<file path="config.mk">
export PLATFORM = sky130hd
export DESIGN_NAME = spi_clkdiv_master
export DESIGN_NICKNAME = d
export VERILOG_FILES = /design/src/rtl/spim_pkg.sv /design/src/rtl/spim_phase_calc.sv /design/src/rtl/spim_timer.sv /design/src/rtl/spim_shifter.sv /design/src/rtl/spim_ctrl.sv /design/src/rtl/spi_clkdiv_master.sv
export SDC_FILE = /design/constraint.sdc
export NUM_CORES = 1
export LEC_CHECK = 0
export CORE_ASPECT_RATIO = 0.5
export CORE_MARGIN = 1
export CORE_UTILIZATION = 45
export CTS_CLUSTER_SIZE = 20
export DETAILED_ROUTE_END_ITERATION = 8
export DONT_BUFFER_PORTS = 1
export SLEW_MARGIN = 20
export SYNTH_ARGS = -nofsm -noshare
export SYNTH_HDL_FRONTEND = slang
export SYNTH_HIERARCHICAL = 1
export SYNTH_SLANG_ARGS = --single-unit
</file>
<file path="constraint.sdc">
create_clock -name clk -period 5.9 [get_ports clk]
set_input_delay 0 -clock clk [delete_from_list [all_inputs] [get_ports clk]]
set_output_delay 0 -clock clk [all_outputs]
set_load 0.02 [all_outputs]
</file>
<file path="src/rtl/spim_pkg.sv">
// Shared types for the SPI master.
// Assumes: nothing beyond IEEE 1800-2017.
package spim_pkg;

    // Frame sequencer states
    typedef enum logic [2:0] {
        ST_IDLE,   // select released, clock resting high
        ST_LEAD,   // select asserted, waiting one period
        ST_LOW,    // serial clock low phase
        ST_HIGH,   // serial clock high phase
        ST_TAIL    // after last rising edge, waiting one high phase
    } spim_state_e;

endpackage

</file>
<file path="src/rtl/spim_phase_calc.sv">
// Phase length calculator.
// Computes the serial period from the live divider input, for use at the
// start edge. It captures an effective divider at start and derives the low
// and high phase lengths from that captured value for the rest of the frame.
// Assumes: a divider of zero is treated as one.
module spim_phase_calc #(
    parameter int DIV_W = 8,
    localparam int PW = DIV_W + 1
) (
    input  logic             clk,
    input  logic             rst_n,
    input  logic             capture,
    input  logic [DIV_W-1:0] div_in,
    output logic [PW-1:0]    period_now,
    output logic [PW-1:0]    low_len,
    output logic [PW-1:0]    high_len
);

    logic [DIV_W-1:0] div_eff;
    logic [DIV_W-1:0] div_q;
    logic [PW-1:0]    period_q;

    // Clamp a zero divider up to one
    always_comb begin
        div_eff = (div_in == '0) ? DIV_W'(1) : div_in;
    end

    // Hold the divider for the duration of a frame
    always_ff @(posedge clk) begin
        if (!rst_n) begin
            div_q <= DIV_W'(1);
        end else if (capture) begin
            div_q <= div_eff;
        end
    end

    // Period now (for the lead-in) and phase split of the held period
    always_comb begin
        period_now = {1'b0, div_eff} + PW'(1);
        period_q   = {1'b0, div_q} + PW'(1);
        low_len    = period_q >> 1;
        high_len   = (period_q + PW'(1)) >> 1;
    end

endmodule

</file>
<file path="src/rtl/spim_timer.sv">
// Down-counting phase timer.
// On load it counts (load_val - 1) down to zero. expire is high in the last
// cycle of the loaded interval.
// Assumes: load_val is never zero.
module spim_timer #(
    parameter int CW = 9
) (
    input  logic          clk,
    input  logic          rst_n,
    input  logic          load,
    input  logic [CW-1:0] load_val,
    output logic          expire
);

    logic [CW-1:0] cnt_q;

    // Load or count down, holding at zero
    always_ff @(posedge clk) begin
        if (!rst_n) begin
            cnt_q <= '0;
        end else if (load) begin
            cnt_q <= load_val - CW'(1);
        end else if (cnt_q != '0) begin
            cnt_q <= cnt_q - CW'(1);
        end
    end

    // Interval ends when the count reaches zero
    always_comb begin
        expire = (cnt_q == '0);
    end

endmodule

</file>
<file path="src/rtl/spim_shifter.sv">
// Transmit and receive shift registers, MSB first.
// The transmit MSB drives the serial output directly. Receive bits enter at
// the LSB end.
// Assumes: load, advance and sample are never asserted in the same cycle.
module spim_shifter #(
    parameter int WORD_W = 8
) (
    input  logic              clk,
    input  logic              rst_n,
    input  logic              load,
    input  logic [WORD_W-1:0] tx_word,
    input  logic              advance,
    input  logic              sample,
    input  logic              miso,
    output logic              mosi,
    output logic [WORD_W-1:0] rx_shift
);

    logic [WORD_W-1:0] tx_q;
    logic [WORD_W-1:0] rx_q;

    // Transmit register: load at start, move one place on each rising edge
    always_ff @(posedge clk) begin
        if (!rst_n) begin
            tx_q <= '0;
        end else if (load) begin
            tx_q <= tx_word;
        end else if (advance) begin
            tx_q <= {tx_q[WORD_W-2:0], 1'b0};
        end
    end

    // Receive register: take one bit on each falling edge
    always_ff @(posedge clk) begin
        if (!rst_n) begin
            rx_q <= '0;
        end else if (sample) begin
            rx_q <= {rx_q[WORD_W-2:0], miso};
        end
    end

    assign mosi     = tx_q[WORD_W-1];
    assign rx_shift = rx_q;

endmodule

</file>
<file path="src/rtl/spim_ctrl.sv">
// Frame sequencer.
// Steps through lead-in, alternating clock phases and tail, and drives the
// registered serial clock, select, output enable and done.
// Assumes: the timer reports expiry in the last cycle of each loaded interval.
module spim_ctrl
    import spim_pkg::*;
#(
    parameter int WORD_W = 8,
    parameter int CW     = 9,
    localparam int BCW   = (WORD_W > 2) ? $clog2(WORD_W) : 1
) (
    input  logic          clk,
    input  logic          rst_n,
    input  logic          start,
    input  logic          expire,
    input  logic [CW-1:0] period_now,
    input  logic [CW-1:0] low_len,
    input  logic [CW-1:0] high_len,
    output logic          tmr_load,
    output logic [CW-1:0] tmr_val,
    output logic          cap_div,
    output logic          sh_load,
    output logic          sh_advance,
    output logic          sh_sample,
    output logic          finish,
    output logic          sclk,
    output logic          ss_n,
    output logic          oe,
    output logic          done
);

    spim_state_e    state_q, state_d;
    logic [BCW-1:0] bit_q;
    logic           last_bit;
    logic           to_low;
    logic           to_high;
    logic           last_rise;

    assign last_bit = (bit_q == BCW'(WORD_W - 1));

    // Next state and per-cycle strobes
    always_comb begin
        state_d    = state_q;
        tmr_load   = 1'b0;
        tmr_val    = low_len;
        cap_div    = 1'b0;
        sh_load    = 1'b0;
        sh_advance = 1'b0;
        sh_sample  = 1'b0;
        finish     = 1'b0;
        to_low     = 1'b0;
        to_high    = 1'b0;
        last_rise  = 1'b0;
        case (state_q)
            ST_IDLE: begin
                if (start) begin
                    tmr_load = 1'b1;
                    tmr_val  = period_now;
                    cap_div  = 1'b1;
                    sh_load  = 1'b1;
                    state_d  = ST_LEAD;
                end
            end
            ST_LEAD, ST_HIGH: begin
                if (expire) begin
                    tmr_load  = 1'b1;
                    tmr_val   = low_len;
                    sh_sample = 1'b1;
                    to_low    = 1'b1;
                    state_d   = ST_LOW;
                end
            end
            ST_LOW: begin
                if (expire) begin
                    tmr_load = 1'b1;
                    tmr_val  = high_len;
                    to_high  = 1'b1;
                    if (last_bit) begin
                        last_rise = 1'b1;
                        state_d   = ST_TAIL;
                    end else begin
                        sh_advance = 1'b1;
                        state_d    = ST_HIGH;
                    end
                end
            end
            ST_TAIL: begin
                if (expire) begin
                    finish  = 1'b1;
                    state_d = ST_IDLE;
                end
            end
            default: state_d = ST_IDLE;
        endcase
    end

    // State register
    always_ff @(posedge clk) begin
        if (!rst_n) begin
            state_q <= ST_IDLE;
        end else begin
            state_q <= state_d;
        end
    end

    // Bit counter: cleared at start, advanced on each rising edge
    always_ff @(posedge clk) begin
        if (!rst_n) begin
            bit_q <= '0;
        end else if (sh_load) begin
            bit_q <= '0;
        end else if (to_high && !last_bit) begin
            bit_q <= bit_q + BCW'(1);
        end
    end

    // Registered pin-side outputs
    always_ff @(posedge clk) begin
        if (!rst_n) begin
            sclk <= 1'b1;
            ss_n <= 1'b1;
            oe   <= 1'b0;
            done <= 1'b0;
        end else begin
            done <= finish;
            if (to_low) begin
                sclk <= 1'b0;
            end else if (to_high) begin
                sclk <= 1'b1;
            end
            if (sh_load) begin
                ss_n <= 1'b0;
                oe   <= 1'b1;
            end else begin
                if (last_rise) begin
                    oe <= 1'b0;
                end
                if (finish) begin
                    ss_n <= 1'b1;
                end
            end
        end
    end

endmodule

</file>
<file path="src/rtl/spi_clkdiv_master.sv">
// SPI master with a divided serial clock.
// Runs one MSB-first word per start pulse. The serial clock rests high and
// runs only inside a frame. Ignores start while a frame is open.
// Assumes: spi_miso is timed to the serial clock (no extra synchroniser).
module spi_clkdiv_master #(
    parameter int WORD_W = 8,
    parameter int DIV_W  = 8,
    localparam int CW    = DIV_W + 1
) (
    input  logic              clk,
    input  logic              rst_n,
    input  logic [DIV_W-1:0]  clk_div,
    input  logic              start,
    input  logic [WORD_W-1:0] tx_word,
    input  logic              spi_miso,
    output logic              spi_sclk,
    output logic              spi_ss_n,
    output logic              spi_mosi,
    output logic              spi_mosi_oe,
    output logic [WORD_W-1:0] rx_word,
    output logic              done
);

    logic          tmr_load;
    logic [CW-1:0] tmr_val;
    logic          expire;
    logic          cap_div;
    logic          sh_load;
    logic          sh_advance;
    logic          sh_sample;
    logic          finish;
    logic [CW-1:0] period_now;
    logic [CW-1:0] low_len;
    logic [CW-1:0] high_len;
    logic [WORD_W-1:0] rx_shift;
    logic [WORD_W-1:0] rx_q;

    spim_phase_calc #(.DIV_W(DIV_W)) u_phase (
        .clk        (clk),
        .rst_n      (rst_n),
        .capture    (cap_div),
        .div_in     (clk_div),
        .period_now (period_now),
        .low_len    (low_len),
        .high_len   (high_len)
    );

    spim_timer #(.CW(CW)) u_timer (
        .clk      (clk),
        .rst_n    (rst_n),
        .load     (tmr_load),
        .load_val (tmr_val),
        .expire   (expire)
    );

    spim_shifter #(.WORD_W(WORD_W)) u_shift (
        .clk      (clk),
        .rst_n    (rst_n),
        .load     (sh_load),
        .tx_word  (tx_word),
        .advance  (sh_advance),
        .sample   (sh_sample),
        .miso     (spi_miso),
        .mosi     (spi_mosi),
        .rx_shift (rx_shift)
    );

    spim_ctrl #(.WORD_W(WORD_W), .CW(CW)) u_ctrl (
        .clk        (clk),
        .rst_n      (rst_n),
        .start      (start),
        .expire     (expire),
        .period_now (period_now),
        .low_len    (low_len),
        .high_len   (high_len),
        .tmr_load   (tmr_load),
        .tmr_val    (tmr_val),
        .cap_div    (cap_div),
        .sh_load    (sh_load),
        .sh_advance (sh_advance),
        .sh_sample  (sh_sample),
        .finish     (finish),
        .sclk       (spi_sclk),
        .ss_n       (spi_ss_n),
        .oe         (spi_mosi_oe),
        .done       (done)
    );

    // Publish the received word when the frame closes
    always_ff @(posedge clk) begin
        if (!rst_n) begin
            rx_q <= '0;
        end else if (finish) begin
            rx_q <= rx_shift;
        end
    end

    assign rx_word = rx_q;

endmodule

</file>
==> results of run 1 <==
-- worst register-to-register path: stages (launching register included) --
cell	delay (ns)
dfxtp_1	0.36
nor4_4	0.33
nand2b_1	0.15
nor3_1	0.67
nand4bb_4	0.19
nand2b_1	0.32
or2_1	0.70
nor2b_1	0.14
a21oi_1	0.16
ha_1	0.23
or2b_1	0.26
or4b_1	0.52
and3_1	0.18
o21ba_1	0.16
-- repair_timing --
item / CTS / global route
resized for setup: 0 / 0
endpoints found under the setup margin: 0 / 0
endpoints found under the hold margin: 51 / 0
hold buffers: 20 / 0
-- area by class of cell --
class	count	area, um^2
Timing Repair Buffer	22	225.2
Fill cell	564	2880
Clock buffer	6	128.9
Clock inverter	2	16.27
Sequential cell	51	1021
Multi-Input combinational cell	238	1886
Tap cell	88	110.1
Inverter	17	63.81
-- per-stage QoR --
stage / worst slack, ns / instances
floorplan: 2.079 / 323
global placement: 1.635 / 396
detailed placement: 1.466 / 396
CTS: 1.437 / 424
global route: 1.065 / 424
finish: 1.422 / 424
-- path summary, 6_finish.rpt --
kind                                   endpoint  cells past startpoint                     startpoint
setup / recovery  u_timer/cnt_q[8]$_SDFFE_PN0P_                     13  u_timer/cnt_q[5]$_SDFFE_PN0P_
hold / removal    u_phase/div_q[0]$_SDFFE_PN1P_                      4                     clk_div[1]
hold reg to reg    u_ctrl/bit_q[0]$_SDFFE_PP0P_                      2   u_ctrl/bit_q[0]$_SDFFE_PP0P_
setup reg to reg  u_timer/cnt_q[8]$_SDFFE_PN0P_                     13  u_timer/cnt_q[5]$_SDFFE_PN0P_
-- placed cells by master (no fill, tap or decap), types with 2 or more instances in the layout --
master	count
nand4_1	2
xor2_1	11
a21boi_1	2
xnor2_1	10
dlygate4sd3_1	19
nand2b_1	12
nand2_1	8
nand3b_1	2
mux2_4	8
nor2b_1	25
conb_1	2
a211oi_1	3
o21ai_1	6
and3_1	4
nor3_1	8
ha_1	7
nor2_1	18
nand3_1	6
o21ai_0	8
a21boi_0	3
buf_4	2
o211a_1	7
inv_1	17
or2b_1	2
clkbuf_16	5
o21a_1	3
nor4_1	3
a21oi_1	8
a22oi_1	9
mux2i_1	30
or3_1	2
dfxtp_1	51
-- registers in the layout, summed over array words and instances (netlist names) --
signal / flops
u_timer/cnt_q: 9
rx_word: 8
u_phase/div_q: 8
u_shift/rx_shift: 8
u_shift/tx_q: 8
u_ctrl/bit_q: 3
u_ctrl/state_q: 3
u_ctrl/done: 1
u_ctrl/oe: 1
u_ctrl/sclk: 1
u_ctrl/ss_n: 1
-- logic make-up after synthesis --
family          Yosys count  share of synthesized area
compound gates           59                     0.1447
xor+xnor                 22                    0.06486
fa+ha+maj                 7                    0.02837
buf+inv                  34                    0.05958
flops                    51                     0.3308
mux                      39                     0.1398
other cells               1                   0.001215
simple gates            109                     0.2306
-- power groups by stage --
| stage | clock network, W | registers [W] | logic, W |
|---|---|---|---|
| 6_report | 0.000291 | 0.000472 | 0.000512 |
| 5_1_grt | 0.000317 | 0.000480 | 0.000569 |
| 4_1_cts | 0.000300 | 0.000472 | 0.000512 |
| 3_5_place_dp | 0 | 0.000479 | 0.000491 |
| 3_3_place_gp | 0 | 0.000476 | 0.000480 |
| 2_1_floorplan | 0 | 0.000461 | 0.000435 |
-- layer usage --
metal  up-vias  track usage
met5         -            0
met4         0      0.03797
met3         5      0.05921
met2        43       0.3181
met1      1026       0.2405
li1       1151            -
==> results by group, run 1 <==
Status
  – Status: completed

Logic synthesis
  – Ys flop type: dfxtp_1
  – Mapped Area: 0.003087 mm^2
  – Seq/Total Area, Yosys: 0.3308
  – Most frequent cells after synthesis: dfxtp_1 (51), mux2i_1 (30), nor2b_1 (25), nor2_1 (18), inv_1 (17)
  – Flop and latch count out of synthesis: 51
  – FFs w/ async S/R, synth: 0
  – Synth unique cells: 63
  – Dominant cell type by area after synthesis: dfxtp_1
  – Average cell area after synthesis: 9.586 um^2
  – Synth area leaders: dfxtp_1 (33%), mux2i_1 (9.7%), nor2b_1 (5.1%)
  – Post-synth EDFFs: 0
  – Gate Count Post-Synth: 322
  – Most frequent cell after synthesis: dfxtp_1
  – Synth warn: 6
  – Post-synth top area share: 0.3308

CTS
  – CTS tree: built
  – Root Buffer: clkbuf_16
  – Max Root-Sink Buffers: 2
  – Clk_lat worst skew: 0.29 ns
  – H-tree levels: 2
  – Clock Pin Slew Worst Setup and Hold Paths: 0.07 ns
  – TritonCTS buffer count: 5
  – Sink Count: 51
  – Post-CTS setup buffers: 0

Setup path
  – Worst Path Buf+Inv: 0
  – CP max stage cell: or2_1
  – Crit path DAT: 4.67 ns
  – Worst-path cell chain: nor4_4, nand2b_1, nor3_1, nand4bb_4, nand2b_1, or2_1, nor2b_1, a21oi_1, ha_1, or2b_1, or4b_1, and3_1, o21ba_1
  – Reg2Reg Setup Slack: 1.42 ns
  – Most used cell, CP: nand2b_1
  – CP Launch Type: flip-flop
  – Max incr delay on CP: 0.70 ns
  – CP top delay family: simple AND/OR/NAND/NOR gates
  – WP data required: 6.09 ns
  – Crit Path Class: reg2reg
  – Crit-path max FO: 21
  – Worst setup EP type: flip-flop

Routing
  – M1 wire length: 3085 um
  – Met3 wire length: 366 um
  – Via/cell ratio: 5.248
  – Residual DRC count: 0
  – First-pass detailed-route iteration total: 4
  – Via count: 2225
  – Final WL: 6124 um
  – Met2 wire length: 2634 um
  – Starting DRT DRC Count: 54
  – Top Layer Used: met4
  – Average routed wire per standard cell: 14.44 um
  – Antenna Nets Post-Route: 0

Global route
  – Total gr overflow: 0
  – Largest net degree at the start of global routing: 44
  – Via count of the first global-routing pass: 2280
  – Total track usage: 0.1876
  – Antenna violations before repair: 0
  – First-pass GRT wire length: 10700 um

Finish
  – # diodes: 0
  – Finished Core Util: 0.5451
  – Share of layout cells above drive strength 1: 0.1042
  – Final nets: 362
  – Design Area, Final: 0.003451 mm^2
  – Synth-to-Final Area Change: 11.80%

Power
  – Tot Pwr: 0.001274 W
  – Leakage: 1.392 nW
  – Clock network power share: 0.228
  – Switch share: 0.3694
  – Net Sw Power: 0.0004708 W
  – VDD IR max: 0.2063 mV
  – Internal: 0.0008036 W
  – Register share of total power: 0.371
  – Part of the power in combinational logic: 0.401
  – Power Density: 369.3 mW/mm^2

Die
  – Die area: 0.007215 mm^2
  – Num rows: 20
  – Core area: 0.006331 mm^2
  – Die Height: 60.57 um
  – Initial Util: 0.4875
  – I/O Pins: 33
  – Die X: 119.1 um

Placed design
  – Gp weighted congestion: 0.8259
  – Port-buffer cells: 0
  – Dpl cell area: 0.003095 mm^2
  – Hpwl dp: 4327 um

STA
  – Final Slew Violations: 0
  – Period utilization: 0.7589
  – RSZ-0062 raised after global routing: false
  – Final hold slack: 0.07248 ns
  – Max-slew headroom: 0.4249
  – Max frequency: 223.3 MHz
  – Final Hold Vio Count: 0
  – Worst-margin pin slew: 0.8595 ns
  – Setup TNS: 0 ns
  – Clk_skew: 0.005807 ns
  – Final setup fails: 0
  – Tmin final: 4.478 ns

Flow run
  – Max-cap violations: 0

Min path
  – Hold WC Path Type: in2reg
No activity file was read; power rests on OpenSTA's default activity.
==> inputs of run 2 (changes only) <==
==> constraint.sdc (replaced) <==
create_clock -name clk -period 4 [get_ports clk]
set_input_delay 0 -clock clk [delete_from_list [all_inputs] [get_ports clk]]
set_output_delay 0 -clock clk [all_outputs]
set_load 0.02 [all_outputs]
==> run 2 against run 1 <==
Worst hold slack worse by 0.027 ns. Critical path type unchanged. Critical path depth up 1. Via count up 1.1%. Sequential share of layout area down 0.17 points. Final cell count up 0.47%. Critical endpoint unchanged. Die area unchanged. Flip-flop and latch count unchanged.
==> results by group, run 2 (synthesis gave the netlist of run 1 again) <==
Min path
  – Hold WC Path Type: in2reg (unchanged)
  – Worst Hold Depth: 3 (was 4)

Global route
  – Via count of the first global-routing pass: 2158 (was 2280)
  – Antenna violations before repair: 0 (unchanged)
  – Largest net degree at the start of global routing: 44 (unchanged)
  – First-pass GRT wire length: 10420 um (was 10700 um)
  – Total track usage: 0.1838 (was 0.1876)
  – Total gr overflow: 0 (unchanged)

STA
  – Period utilization: 0.8939 (was 0.7589)
  – Final Slew Violations: 0 (unchanged)
  – Clk_skew: 0.003961 ns (was 0.005807 ns)
  – Max frequency: 279.7 MHz (was 223.3 MHz)
  – Tmin final: 3.576 ns (was 4.478 ns)
  – Final setup fails: 0 (unchanged)
  – Worst-margin pin slew: 0.8861 ns (was 0.8595 ns)
  – Max-slew headroom: 0.4071 (was 0.4249)
  – RSZ-0062 raised after global routing: false (unchanged)
  – Setup TNS: 0 ns (unchanged)
  – Final Hold Vio Count: 0 (unchanged)

Die
  – Num rows: 20 (unchanged)
  – Die area: 0.007215 mm^2 (unchanged)
  – Core area: 0.006331 mm^2 (unchanged)
  – Die X: 119.1 um (unchanged)
  – Die Height: 60.57 um (unchanged)
  – Initial Util: 0.4875 (unchanged)
  – I/O Pins: 33 (unchanged)

CTS
  – Clock Pin Slew Worst Setup and Hold Paths: 0.07 ns (about the same)
  – Post-cts repair resize count: 0 (unchanged)
  – CTS tree: built (unchanged)
  – TritonCTS buffer count: 5 (unchanged)
  – Max Root-Sink Buffers: 2 (unchanged)
  – Clk_lat worst skew: 0.30 ns (was 0.29 ns)
  – Root Buffer: clkbuf_16 (unchanged)
  – Sink Count: 51 (unchanged)
  – Post-CTS setup buffers: 0 (unchanged)
  – H-tree levels: 2 (unchanged)
  – CTS Hold Bufs: 20 (unchanged)

Flow run
  – Max-cap violations: 0 (unchanged)

Finish
  – Highest-count cells in the layout ignoring fill and taps: dfxtp_1 (51), mux2i_1 (30), nor2b_1 (25) (unchanged)
  – Design Area, Final: 0.003471 mm^2 (was 0.003451 mm^2)
  – Number of flip-flops in the largest register: 9 (unchanged)
  – Synth-to-Final Area Change: 12.44% (was 11.80%)
  – Most common cell after layout, fill and taps aside: dfxtp_1 (unchanged)
  – # diodes: 0 (unchanged)
  – Largest Register: u_timer/cnt_q (unchanged)
  – Final nets: 364 (was 362)
  – Share of layout cells above drive strength 1: 0.1124 (was 0.1042)

Routing
  – Residual DRC count: 0 (unchanged)
  – Final WL: 6070 um (was 6124 um)
  – First-pass detailed-route iteration total: 4 (unchanged)
  – Via/cell ratio: 5.282 (was 5.248)
  – Average routed wire per standard cell: 14.25 um (was 14.44 um)
  – Antenna Nets Post-Route: 0 (unchanged)
  – Starting DRT DRC Count: 91 (was 54)
  – Via count: 2250 (was 2225)

Power
  – VDD IR max: 0.3066 mV (was 0.2063 mV)
  – Leakage: 1.405 nW (was 1.392 nW)
  – Power Density: 546.5 mW/mm^2 (was 369.3 mW/mm^2)

Setup path
  – Crit path DAT: 3.77 ns (was 4.67 ns)
  – Crit-path max FO: 10 (was 21)
  – WP data required: 4.19 ns (was 6.09 ns)
  – Crit Path Class: reg2reg (unchanged)
  – Register-to-Register Path Depth: 14 (was 13)
  – CP Launch Type: flip-flop (unchanged)
  – Worst setup EP type: flip-flop (unchanged)

Placed design
  – Port-buffer cells: 0 (unchanged)
  – Dpl cell area: 0.003110 mm^2 (was 0.003095 mm^2)
  – Hpwl dp: 4337 um (was 4327 um)
  – Gp weighted congestion: 0.7971 (was 0.8259)

Status
  – Status: completed (unchanged)
run 2: changes by cell type in the layout (fill, tap and decap cells not counted), sizes merged:
cell,before,now
buf,3,5
clkbuf,6,5
inv,18,19
run 2: worst paths after layout:
path | from | end | slack [ns]
worst max-delay path | u_timer/cnt_q[5]$_SDFFE_PN0P_ | u_timer/cnt_q[8]$_SDFFE_PN0P_ | 0.42
worst min-delay path | start | u_phase/div_q[0]$_SDFFE_PN1P_ | 0.05
worst max register to register | u_timer/cnt_q[5]$_SDFFE_PN0P_ | u_timer/cnt_q[8]$_SDFFE_PN0P_ | 0.42
worst min register to register | u_ctrl/bit_q[0]$_SDFFE_PP0P_ | u_ctrl/bit_q[0]$_SDFFE_PP0P_ | 0.49
run 2: worst max-delay path: stages (launching register included):
cell and delay, ns:
dfxtp_1 0.37, nor4_4 0.33, nand2b_1 0.16, nor3_1 0.19
buf_4 0.18, nand4bb_4 0.14, nand2b_1 0.29, or2_1 0.24
nor2b_1 0.08, a21oi_1 0.13, ha_1 0.23, or2b_1 0.26
or4b_1 0.52, and3_1 0.18, o21ba_1 0.16
run 2: area by class of cell:
type	instances	area [um^2]
flip-flops and latches	51	1021
repair buffers	24	240.2
inverters	17	63.81
clock inverters	3	25.02
well taps	88	110.1
multi-input cells	238	1886
clock buffers	5	125.1
fillers	562	2860
run 2: layer usage:
layer  global-route usage  part of all wire  vias to the layer above
met1               0.2421              0.52                     1046
met2               0.3023              0.42                       36
met3              0.05169             0.053                        7
met4              0.04882            0.0097                        0
met5                    0                 0                        -
li1                     -                 -                     1161
run 2: power by group:
group	internal (W)	total, W	leakage, nW	switching, W
clock	0.000237	0.000439	0.0708	0.000203
combinational	0.000371	0.000761	0.917	0.000391
sequential	0.000591	0.000696	0.417	0.000105
run 2: per-stage QoR:
stage	power (W)	hold WS (ns)	utilization	instances	worst slack, ns
finish	0.001897	0.04564	0.5482	426	0.4245
detailed placement	0.001443	0.08631	0.4913	398	0.4738
CTS	0.001918	0.04679	0.5482	426	0.4422
global route	0.002037	0.07825	0.5482	426	0.1598
floorplan	0.001322	0.09864	-	323	0.1793
global placement	0.001427	0.08490	0.4913	398	0.5251
==> inputs of run 3 (changes only) <==
--- a/config.mk
+++ b/config.mk
@@ -8,6 +8,7 @@
 export CORE_ASPECT_RATIO = 0.5
 export CORE_MARGIN = 1
 export CORE_UTILIZATION = 45
+export CTS_BUF_LIST = sky130_fd_sc_hd__clkbuf_2
 export CTS_CLUSTER_SIZE = 20
 export DETAILED_ROUTE_END_ITERATION = 8
 export DONT_BUFFER_PORTS = 1
==> run 3 against run 2 <==
Count of clock-buffer cells in the layout unchanged. Sequential power is essentially flat. Combinational power is 0.8% higher. Setup slack lost 0.0035 ns. Power fell by 11%. Worst hold slack gained 0.078 ns. Via count increased by 0.36%. Largest power group unchanged.
==> results by group, run 3 (synthesis gave the netlist of run 1 again) <==
Status
  – Status: completed (unchanged)

STA
  – Final setup fails: 0 (unchanged)
  – Final hold slack: 0.1239 ns (was 0.04564 ns)
  – Tmin final: 3.579 ns (was 3.576 ns)
  – Max frequency: 279.4 MHz (was 279.7 MHz)
  – Period utilization: 0.8948 (was 0.8939)
  – Final Slew Violations: 0 (unchanged)
  – Worst-margin pin slew: 0.8897 ns (was 0.8861 ns)
  – Final Hold Vio Count: 0 (unchanged)
  – Clk_skew: 0.01725 ns (was 0.003961 ns)
  – Max-slew headroom: 0.4047 (was 0.4071)
  – Setup TNS: 0 ns (unchanged)
  – RSZ-0062 raised after global routing: false (unchanged)

Power
  – VDD IR max: 0.2525 mV (was 0.3066 mV)
  – Power Density: 500.2 mW/mm^2 (was 546.5 mW/mm^2)
  – Leakage: 1.372 nW (was 1.405 nW)

Global route
  – Total track usage: 0.1844 (was 0.1838)
  – Via count of the first global-routing pass: 2166 (was 2158)
  – Total gr overflow: 0 (unchanged)
  – First-pass GRT wire length: 10480 um (was 10420 um)
  – Antenna violations before repair: 0 (unchanged)
  – Largest net degree at the start of global routing: 44 (unchanged)

Routing
  – Antenna Nets Post-Route: 0 (unchanged)
  – First-pass detailed-route iteration total: 4 (unchanged)
  – M1 wire length: 3282 um (was 3147 um)
  – Residual DRC count: 0 (unchanged)
  – Met3 wire length: 296 um (was 322 um)
  – Met2 wire length: 2531 um (was 2541 um)
  – Average routed wire per standard cell: 14.38 um (was 14.25 um)
  – Final WL: 6153 um (was 6070 um)
  – Via count: 2258 (was 2250)
  – Via/cell ratio: 5.276 (was 5.282)
  – Top Layer Used: met4 (unchanged)
  – Starting DRT DRC Count: 93 (was 91)

CTS
  – Root Buffer: clkbuf_2 (was clkbuf_16)
  – CTS Hold Bufs: 22 (was 20)
  – Sink Count: 51 (unchanged)
  – Max Root-Sink Buffers: 2 (unchanged)
  – Post-cts repair resize count: 0 (unchanged)
  – H-tree levels: 2 (unchanged)
  – Post-CTS setup buffers: 0 (unchanged)
  – CTS tree: built (unchanged)
  – TritonCTS buffer count: 5 (unchanged)
  – Clock Pin Slew Worst Setup and Hold Paths: 0.27 ns (was 0.07 ns)
  – Clk_lat worst skew: 0.46 ns (was 0.30 ns)

Setup path
  – Worst setup EP type: flip-flop (unchanged)
  – RR Startpoint: u_timer/cnt_q[5]$_SDFFE_PN0P_ (unchanged)
  – Crit path from: u_timer/cnt_q[5]$_SDFFE_PN0P_ (unchanged)
  – CP Launch Type: flip-flop (unchanged)
  – WP data required: 4.39 ns (was 4.19 ns)
  – Crit-path max FO: 10 (unchanged)
  – Reg2Reg Setup Slack: 0.42 ns (about the same)
  – Crit path DAT: 3.97 ns (was 3.77 ns)
  – Crit Path Class: reg2reg (unchanged)

Die
  – Core area: 0.006331 mm^2 (unchanged)
  – Die area: 0.007215 mm^2 (unchanged)
  – Die X: 119.1 um (unchanged)
  – Initial Util: 0.4875 (unchanged)
  – Die Height: 60.57 um (unchanged)
  – I/O Pins: 33 (unchanged)
  – Num rows: 20 (unchanged)

Placed design
  – Port-buffer cells: 0 (unchanged)
  – Gp weighted congestion: 0.7971 (unchanged)
  – Hpwl dp: 4337 um (unchanged)
  – Dpl cell area: 0.003110 mm^2 (unchanged)

Min path
  – Hold_sp: clk_div[6] (was start)
  – Hold WC Path Type: in2reg (unchanged)

Finish
  – Most common cell after layout, fill and taps aside: dfxtp_1 (unchanged)
  – Share of layout cells above drive strength 1: 0.1118 (was 0.1124)
  – # diodes: 0 (unchanged)
  – Design Area, Final: 0.003391 mm^2 (was 0.003471 mm^2)
  – Largest Register: u_timer/cnt_q (unchanged)
  – Number of flip-flops in the largest register: 9 (unchanged)
  – Final nets: 366 (was 364)
  – # fillers: 575 (was 562)
  – Highest-count cells in the layout ignoring fill and taps: dfxtp_1 (51), mux2i_1 (30), nor2b_1 (25) (unchanged)
  – Synth-to-Final Area Change: 9.850% (was 12.44%)

Flow run
  – Max-cap violations: 0 (unchanged)
==> run 3: report_power, final <==
part           total, W  internal (W)  switching, W
logic          0.000767      0.000372      0.000395
clock network  0.000232     0.0000480      0.000184
registers      0.000697      0.000592      0.000105
==> run 3: cell type report <==
cell class,instances,area (um^2),share of cell area
sequential,51,1021,0.3011
multi-input combinational,238,1886,0.5561
tap,88,110.1,0.03247
clock inverter,3,25.02,0.007380
clock buffer,5,25.02,0.007380
timing repair buffer,26,260.3,0.07675
inverter,17,63.81,0.01882
==> run 3: metrics by stage <==
stage,std cells,utilization,setup WS (ns),total power (W)
5_1_grt,428,0.5356,0.1512,0.001826
3_3_place_gp,398,0.4913,0.5251,0.001427
4_1_cts,428,0.5356,0.4310,0.001708
6_report,428,0.5356,0.4210,0.001696
2_1_floorplan,323,-,0.1793,0.001322
3_5_place_dp,398,0.4913,0.4738,0.001443
==> run 3: worst paths after layout <==
| check | endpoint | cells after the start |
|---|---|---|
| min reg2reg | u_ctrl/bit_q[0]$_SDFFE_PP0P_ | 2 |
| min | u_timer/cnt_q[6]$_SDFFE_PN0P_ | 5 |
| max | u_timer/cnt_q[8]$_SDFFE_PN0P_ | 13 |
| max reg2reg | u_timer/cnt_q[8]$_SDFFE_PN0P_ | 13 |
==> run 3: worst max-delay path, stage by stage (launching register included) <==
cell	delay [ns]
dfxtp_1	0.43
nor4_4	0.33
nand2b_1	0.15
nor3_1	0.19
buf_4	0.18
nand4bb_4	0.14
nand2b_1	0.29
or2_1	0.24
mux2i_1	0.22
ha_1	0.23
or2b_1	0.26
or4b_1	0.52
and3_1	0.18
o21ba_1	0.16
==> run 3: per-layer routing <==
| layer | track usage | up-vias |
|---|---|---|
| met2 | 0.2990 | 32 |
| met5 | 0 | - |
| met1 | 0.2461 | 1060 |
| li1 | - | 1161 |
| met4 | 0.04882 | 0 |
| met3 | 0.05169 | 5 |
